<file path="config.mk">
export PLATFORM = sky130hd
export DESIGN_NAME = pci_tgt_term_ctrl
export DESIGN_NICKNAME = d
export VERILOG_FILES = /design/src/rtl/pci_term_pkg.sv /design/src/rtl/prom_load_seq.sv /design/src/rtl/tgt_wait_timer.sv /design/src/rtl/tgt_term_fsm.sv /design/src/rtl/pci_tgt_term_ctrl.sv
export SDC_FILE = /design/constraint.sdc
export NUM_CORES = 1
export LEC_CHECK = 0
export BUFFER_PORTS_ARGS = -buffer_cell sky130_fd_sc_hd__buf_4
export CORE_UTILIZATION = 43
export CTS_CLUSTER_DIAMETER = 50
export DETAILED_ROUTE_END_ITERATION = 16
export GPL_TIMING_DRIVEN = 0
export PLACE_DENSITY_LB_ADDON = 0.12
export SYNTH_ARGS = -nofsm -noshare
export SYNTH_HDL_FRONTEND = slang
export SYNTH_SLANG_ARGS = --single-unit
</file>
<file path="constraint.sdc">
create_clock -name clk -period 2.3 [get_ports clk]
set_input_delay 0.46 -clock clk [delete_from_list [all_inputs] [get_ports clk]]
set_output_delay 0.46 -clock clk [all_outputs]
set_load 0.02 [all_outputs]
</file>
<file path="src/rtl/pci_term_pkg.sv">
package pci_term_pkg;

    typedef enum logic [1:0] {
        CYC_CFG  = 2'b00,
        CYC_IO   = 2'b01,
        CYC_MEM  = 2'b10,
        CYC_RSVD = 2'b11
    } cyc_kind_e;

    typedef enum logic [2:0] {
        ST_IDLE,
        ST_SKIP,
        ST_WAIT,
        ST_DONE,
        ST_DISC,
        ST_RETRY
    } term_state_e;

    typedef struct packed {
        term_state_e st;
        logic        devsel_n;
        logic        trdy_n;
        logic        stop_n;
    } term_regs_t;

    typedef struct packed {
        logic req;
        logic start;
        logic busy;
    } load_regs_t;

    typedef struct packed {
        logic io_en;
        logic mem_en;
    } claim_en_t;

endpackage

</file>
<file path="src/rtl/prom_load_seq.sv">
module prom_load_seq
    import pci_term_pkg::*;
#(
    parameter int CTL_W    = 16,
    parameter int LOAD_BIT = 14
) (
    input  logic             clk,
    input  logic             rst_n,
    input  logic             ctl_wr,
    input  logic [CTL_W-1:0] ctl_wdata,
    input  logic             prom_done,
    output logic             prom_start,
    output logic             prom_busy
);

    load_regs_t cur_q, nxt_d;
    logic       host_req;
    logic       unused_ctl;

    assign host_req   = ctl_wr & ctl_wdata[LOAD_BIT];
    assign unused_ctl = ^ctl_wdata;

    always_comb begin
        nxt_d       = cur_q;
        nxt_d.req   = 1'b0;
        nxt_d.start = (cur_q.req | host_req) & ~cur_q.busy;
        if (nxt_d.start) begin
            nxt_d.busy = 1'b1;
        end else if (prom_done) begin
            nxt_d.busy = 1'b0;
        end
    end

    always_ff @(posedge clk or negedge rst_n) begin
        if (!rst_n) begin
            cur_q <= '{req: 1'b1, start: 1'b0, busy: 1'b0};
        end else begin
            cur_q <= nxt_d;
        end
    end

    assign prom_start = cur_q.start;
    assign prom_busy  = cur_q.busy;

    // busy only rises together with a start pulse
    assert_busy_rise_R8: assert property (@(posedge clk) disable iff (!rst_n)
        $rose(prom_busy) |-> prom_start);

    // no new start while a load was already running
    assert_no_restart_R9: assert property (@(posedge clk) disable iff (!rst_n)
        $past(prom_busy) |-> !prom_start);

endmodule

</file>
<file path="src/rtl/tgt_wait_timer.sv">
module tgt_wait_timer #(
    parameter int LIMIT = 16
) (
    input  logic clk,
    input  logic rst_n,
    input  logic run,
    output logic expired
);

    localparam int CW = (LIMIT > 1) ? $clog2(LIMIT) : 1;
    localparam logic [CW-1:0] LAST = CW'(LIMIT - 1);

    logic [CW-1:0] cnt_q, cnt_d;

    always_comb begin
        cnt_d = cnt_q;
        if (!run) begin
            cnt_d = '0;
        end else if (cnt_q != LAST) begin
            cnt_d = cnt_q + 1'b1;
        end
    end

    always_ff @(posedge clk or negedge rst_n) begin
        if (!rst_n) begin
            cnt_q <= '0;
        end else begin
            cnt_q <= cnt_d;
        end
    end

    assign expired = run && (cnt_q == LAST);

    // counter starts from zero whenever a wait begins
    assert_restart_R11: assert property (@(posedge clk) disable iff (!rst_n)
        !$past(run) |-> (cnt_q == '0));

endmodule

</file>
<file path="src/rtl/tgt_term_fsm.sv">
module tgt_term_fsm
    import pci_term_pkg::*;
#(
    parameter int TIMEOUT_CLKS = 16
) (
    input  logic clk,
    input  logic rst_n,
    input  logic frame_n,
    input  logic irdy_n,
    input  logic claim,
    input  logic busy,
    input  logic data_ready,
    output logic devsel_n,
    output logic trdy_n,
    output logic stop_n
);

    term_regs_t cur_q, nxt_d;
    logic       bus_end;
    logic       expired;
    logic       waiting;

    assign bus_end = frame_n & irdy_n;
    assign waiting = (cur_q.st == ST_WAIT);

    tgt_wait_timer #(.LIMIT(TIMEOUT_CLKS)) i_timer (
        .clk     (clk),
        .rst_n   (rst_n),
        .run     (waiting),
        .expired (expired)
    );

    always_comb begin
        nxt_d = cur_q;
        unique case (cur_q.st)
            ST_IDLE: begin
                if (!frame_n) begin
                    if (!claim)     nxt_d.st = ST_SKIP;
                    else if (busy)  nxt_d.st = ST_DISC;
                    else            nxt_d.st = ST_WAIT;
                end
            end
            ST_WAIT: begin
                if (bus_end)         nxt_d.st = ST_IDLE;
                else if (data_ready) nxt_d.st = ST_DONE;
                else if (expired)    nxt_d.st = ST_RETRY;
            end
            default: begin
                if (bus_end) nxt_d.st = ST_IDLE;
            end
        endcase
        nxt_d.devsel_n = !(nxt_d.st inside {ST_WAIT, ST_DONE, ST_DISC, ST_RETRY});
        nxt_d.trdy_n   = !(nxt_d.st == ST_DONE);
        nxt_d.stop_n   = !(nxt_d.st inside {ST_DISC, ST_RETRY});
    end

    always_ff @(posedge clk or negedge rst_n) begin
        if (!rst_n) begin
            cur_q <= '{st: ST_IDLE, devsel_n: 1'b1, trdy_n: 1'b1, stop_n: 1'b1};
        end else begin
            cur_q <= nxt_d;
        end
    end

    assign devsel_n = cur_q.devsel_n;
    assign trdy_n   = cur_q.trdy_n;
    assign stop_n   = cur_q.stop_n;

    // an unclaimed cycle never raises DEVSEL
    assert_no_claim_R2: assert property (@(posedge clk) disable iff (!rst_n)
        (cur_q.st == ST_IDLE && !frame_n && !claim) |=> devsel_n);

    // completion and stop never coexist
    assert_trdy_stop_excl_R3: assert property (@(posedge clk) disable iff (!rst_n)
        !(!trdy_n && !stop_n));

    // timer expiry without data yields a retry
    assert_timeout_retry_R4: assert property (@(posedge clk) disable iff (!rst_n)
        (waiting && expired && !data_ready && !bus_end) |=> (!stop_n && trdy_n && !devsel_n));

    // data wins over a coincident expiry
    assert_data_wins_R5: assert property (@(posedge clk) disable iff (!rst_n)
        (waiting && data_ready && !bus_end) |=> (!trdy_n && stop_n));

    // STOP held until the bus goes idle, then all strobes release
    assert_stop_hold_R7: assert property (@(posedge clk) disable iff (!rst_n)
        (!stop_n && !bus_end) |=> !stop_n);
    assert_release_R7: assert property (@(posedge clk) disable iff (!rst_n)
        bus_end |=> (devsel_n && trdy_n && stop_n));

endmodule

</file>
<file path="src/rtl/pci_tgt_term_ctrl.sv">
module pci_tgt_term_ctrl
    import pci_term_pkg::*;
#(
    parameter int TIMEOUT_CLKS = 16,
    parameter int CTL_W        = 16,
    parameter int LOAD_BIT     = 14
) (
    input  logic             clk,
    input  logic             rst_n,
    input  logic             frame_n,
    input  logic             irdy_n,
    input  logic [1:0]       cyc_type,
    input  logic             data_ready,
    input  logic             phy_busy,
    input  logic             cmd_wr,
    input  logic [1:0]       cmd_wdata,
    input  logic             ctl_wr,
    input  logic [CTL_W-1:0] ctl_wdata,
    input  logic             prom_done,
    output logic             prom_start,
    output logic             prom_busy,
    output logic             devsel_n,
    output logic             trdy_n,
    output logic             stop_n
);

    claim_en_t en_q, en_d;
    logic      claim;
    logic      busy_any;

    always_comb begin
        en_d = en_q;
        if (cmd_wr) begin
            en_d.io_en  = cmd_wdata[0];
            en_d.mem_en = cmd_wdata[1];
        end
    end

    always_ff @(posedge clk or negedge rst_n) begin
        if (!rst_n) begin
            en_q <= '0;
        end else begin
            en_q <= en_d;
        end
    end

    always_comb begin
        unique case (cyc_kind_e'(cyc_type))
            CYC_CFG:  claim = 1'b1;
            CYC_IO:   claim = en_q.io_en;
            CYC_MEM:  claim = en_q.mem_en;
            default:  claim = 1'b0;
        endcase
    end

    prom_load_seq #(.CTL_W(CTL_W), .LOAD_BIT(LOAD_BIT)) i_load (
        .clk        (clk),
        .rst_n      (rst_n),
        .ctl_wr     (ctl_wr),
        .ctl_wdata  (ctl_wdata),
        .prom_done  (prom_done),
        .prom_start (prom_start),
        .prom_busy  (prom_busy)
    );

    assign busy_any = prom_busy | phy_busy;

    tgt_term_fsm #(.TIMEOUT_CLKS(TIMEOUT_CLKS)) i_fsm (
        .clk        (clk),
        .rst_n      (rst_n),
        .frame_n    (frame_n),
        .irdy_n     (irdy_n),
        .claim      (claim),
        .busy       (busy_any),
        .data_ready (data_ready),
        .devsel_n   (devsel_n),
        .trdy_n     (trdy_n),
        .stop_n     (stop_n)
    );

    // a claimed cycle seen while busy is disconnected at once
    assert_busy_disc_R6: assert property (@(posedge clk) disable iff (!rst_n)
        (devsel_n && stop_n && trdy_n && !frame_n && claim && busy_any && !$past(!frame_n))
        |=> (!devsel_n && !stop_n && trdy_n));

    // STOP is only ever driven with DEVSEL
    assert_stop_with_devsel_R4: assert property (@(posedge clk) disable iff (!rst_n)
        !stop_n |-> !devsel_n);

endmodule

</file>
==> reports/results.ini <==
[run_status]
outcome = finished clean

[synthesis]
synthMostInstantiatedCell = dfrtp_1
ys_warn_count = 0
netlist_top_cells_count = dfrtp_1, nor2_1, dfstp_2, nand2_1
synth.top_cells.by_area = dfrtp_1, dfstp_2, nor2_1
avgSynthCellArea_sq_um = 11.6
synth-edff-count = 0
async_reset_ff_share_pct = 100
synth-seq-cells = 15
synth_fp_nets = 88
synthDistinctLibCells = 28
syn_area_sq_um = 673
synth_cells = 58
synth_top_area_cell = dfrtp_1
synthFlopType = dfrtp_1
synth_top_cell_area_share_pct = 40.9
yosysSeqAreaShare_pct = 56.5

[clock_network]
hold_buffers = 0
cts.sinks = 15
clk_pin_slew_ns = 0.09
cts_tree = done
htreeDepth = 1
postCtsResizedCells = 0
clock_latency_ns = 0.28
post_cts_buffers = 0
clock_path_buffers = 2
cts-root-buf = clkbuf_4
cts_buffers = 3

[setup_path]
rr_worst_depth = 6
critical_path_class = reg2reg
worstSetupEndpoint = i_fsm.trdy_n$_DFF_PN1_
arrival_ns = 2.02
worstPathRequired_ns = 2.52
r2r_start = i_fsm.i_timer.cnt_q[0]$_DFFE_PN0N_
path_max_fanout = 5
startpoint = i_fsm.i_timer.cnt_q[0]$_DFFE_PN0N_
ff2ff_setup_slack_ns = 0.51
crit_path_end_kind = flop
start_kind = flop
reg2reg_to = i_fsm.trdy_n$_DFF_PN1_

[power]
clkPwrFrac_pct = 21.4
pwr_density_cell_nw_per_um2 = 817
seq_power_share_pct = 51.4
pwr-share-comb_pct = 27.3
p_leak_nw = 0.401
peakVddDrop_v = 0.000447
p_total_mw = 0.697
p_int_mw = 0.484
p_sw_share_pct = 30.6
power.switching_mw = 0.213

[die]
die_w_um = 41.6
dieArea_sq_um = 1730
die_height_um = 41.6
num_io_pins = 34
start_util_pct = 48.7
num_rows = 13
coreArea_sq_um = 1380

[sta]
fin_crit_sh_pct = 78.0
fin_crit_ns = 1.79
finalSetupViolations = 0
hold_viol = 0
tightest_slew_ns = 0.533
worst_slack_ns = 0.506
final.setup.tns_ns = 0
slew_headroom_pct = 64.5
slew_violations = 0
clock_skew_ns = 0.000906
clock.fmax_ghz = 0.557
rsz0062_at_grt = no

[routing]
drcViolationCount = 0
drt_iter0_markers = 5
postRouteAntennaNets = 0
vias = 500
dr.pass1.iters = 4
wirelength_um = 1200
viasPerCell = 5.26
wl_per_cell_um = 12.6

[place]
io_buffers = 18
place_congestion = 0.717
place_hpwl_um = 877
place_ws_ns = 0.530

[layout]
regArea_sq_um = 380
multiInputGateArea_sq_um = 285
drive_above_1_share_pct = 42.5
synthToLayoutAreaGrowth_pct = 26.8
n_antenna_cell = 0
nFillCells = 120
finalNetCount = 111

[global_routing]
grt_start_max_net_pins = 16
track_usage_pct = 15.8
grt_pass1_vias = 505
antenna_found_initial = 0
grt_pass1_wl_um = 2040
grt-ovfl-total = 0

[run]
maxCapViolCount = 0

[worst_hold_path]
min_path_type = in2async

[sequential cells by signal, indices dropped and copies added, names as in the netlist]
name	count
i_load.cur_q	1
i_fsm.i_timer.cnt_q	4
i_load.prom_start	1
en_q	2
i_fsm.stop_n	1
i_load.prom_busy	1
i_fsm.trdy_n	1
i_fsm.cur_q	3
i_fsm.devsel_n	1
[power groups by stage]
stage               logic [mW]  clock network (mW)  registers [mW]
floorplan               0.0915                   0           0.386
global placement         0.188                   0           0.363
detailed placement       0.191                   0           0.363
CTS                      0.192               0.153           0.358
global route             0.209               0.166           0.365
finish                   0.190               0.149           0.358
[kinds of logic (layout without fill, tap and decap cells)]
family          count (synthesis)  count (layout)  synth area share (%)
compound gates                  8               8                  9.67
xor+xnor                        2               2                  2.60
buf+inv                         2              24                  1.12
flops                          15              15                  56.5
fa+ha+maj                       1               1                  1.86
other cells                     1               1                 0.557
simple gates                   25              25                  21.4
mux                             4               4                  6.32
[critical path, stage by stage (launching register included)]
cell and delay, ns:
dfrtp_1 0.41, ha_1 0.25, nand3_2 0.15, or4_4 0.44, a32oi_2 0.29, inv_1 0.09
nand3_1 0.10
[worst min-delay path by stage]
stage / endpoint / cells after the start / start / slack [ns]
after floorplan: en_q[0]$_DFFE_PN0P_ / 0 / rst_n / 0.16
after global placement: en_q[0]$_DFFE_PN0P_ / 1 / rst_n / 0.32
after detailed placement: en_q[0]$_DFFE_PN0P_ / 1 / rst_n / 0.32
after CTS: en_q[0]$_DFFE_PN0P_ / 1 / rst_n / 0.02
after global routing: en_q[0]$_DFFE_PN0P_ / 1 / rst_n / 0.02
final: en_q[0]$_DFFE_PN0P_ / 1 / rst_n / 0.01
[metal layers]
layer  share of wire (%)  global-route usage (%)
met1                  45                    18.8
met2                  50                    25.6
met3                 3.6                    3.91
met4                 1.4                    9.68
met5                   0                       0
[final cells by class]
class | count | share of cell area, %
sequential | 15 | 44.6
inverter | 2 | 0.880
clock buffer | 4 | 3.08
timing repair buffer | 18 | 15.8
multi-input combinational | 41 | 33.4
tap | 15 | 2.20
[through the flow]
step | cell area, sq um | hold WS, ns | cells | util, %
2_1_floorplan | 673 | 0.164 | 58 | -
3_3_place_gp | 827 | 0.322 | 91 | 59.8
3_5_place_dp | 827 | 0.325 | 91 | 59.8
4_1_cts | 853 | 0.0163 | 95 | 61.7
5_1_grt | 853 | 0.0154 | 95 | 61.7
6_report | 853 | 0.0142 | 95 | 61.7
[placed cells by master, fill, tap and decap left out, types with 3 or more instances in the layout]
master,synthesis,routed
dfstp_2,4,4
nand2_1,3,3
nor2_1,7,7
clkbuf_4,0,3
buf_4,0,18
dfrtp_1,11,11
(Power assumes the default switching activity.)
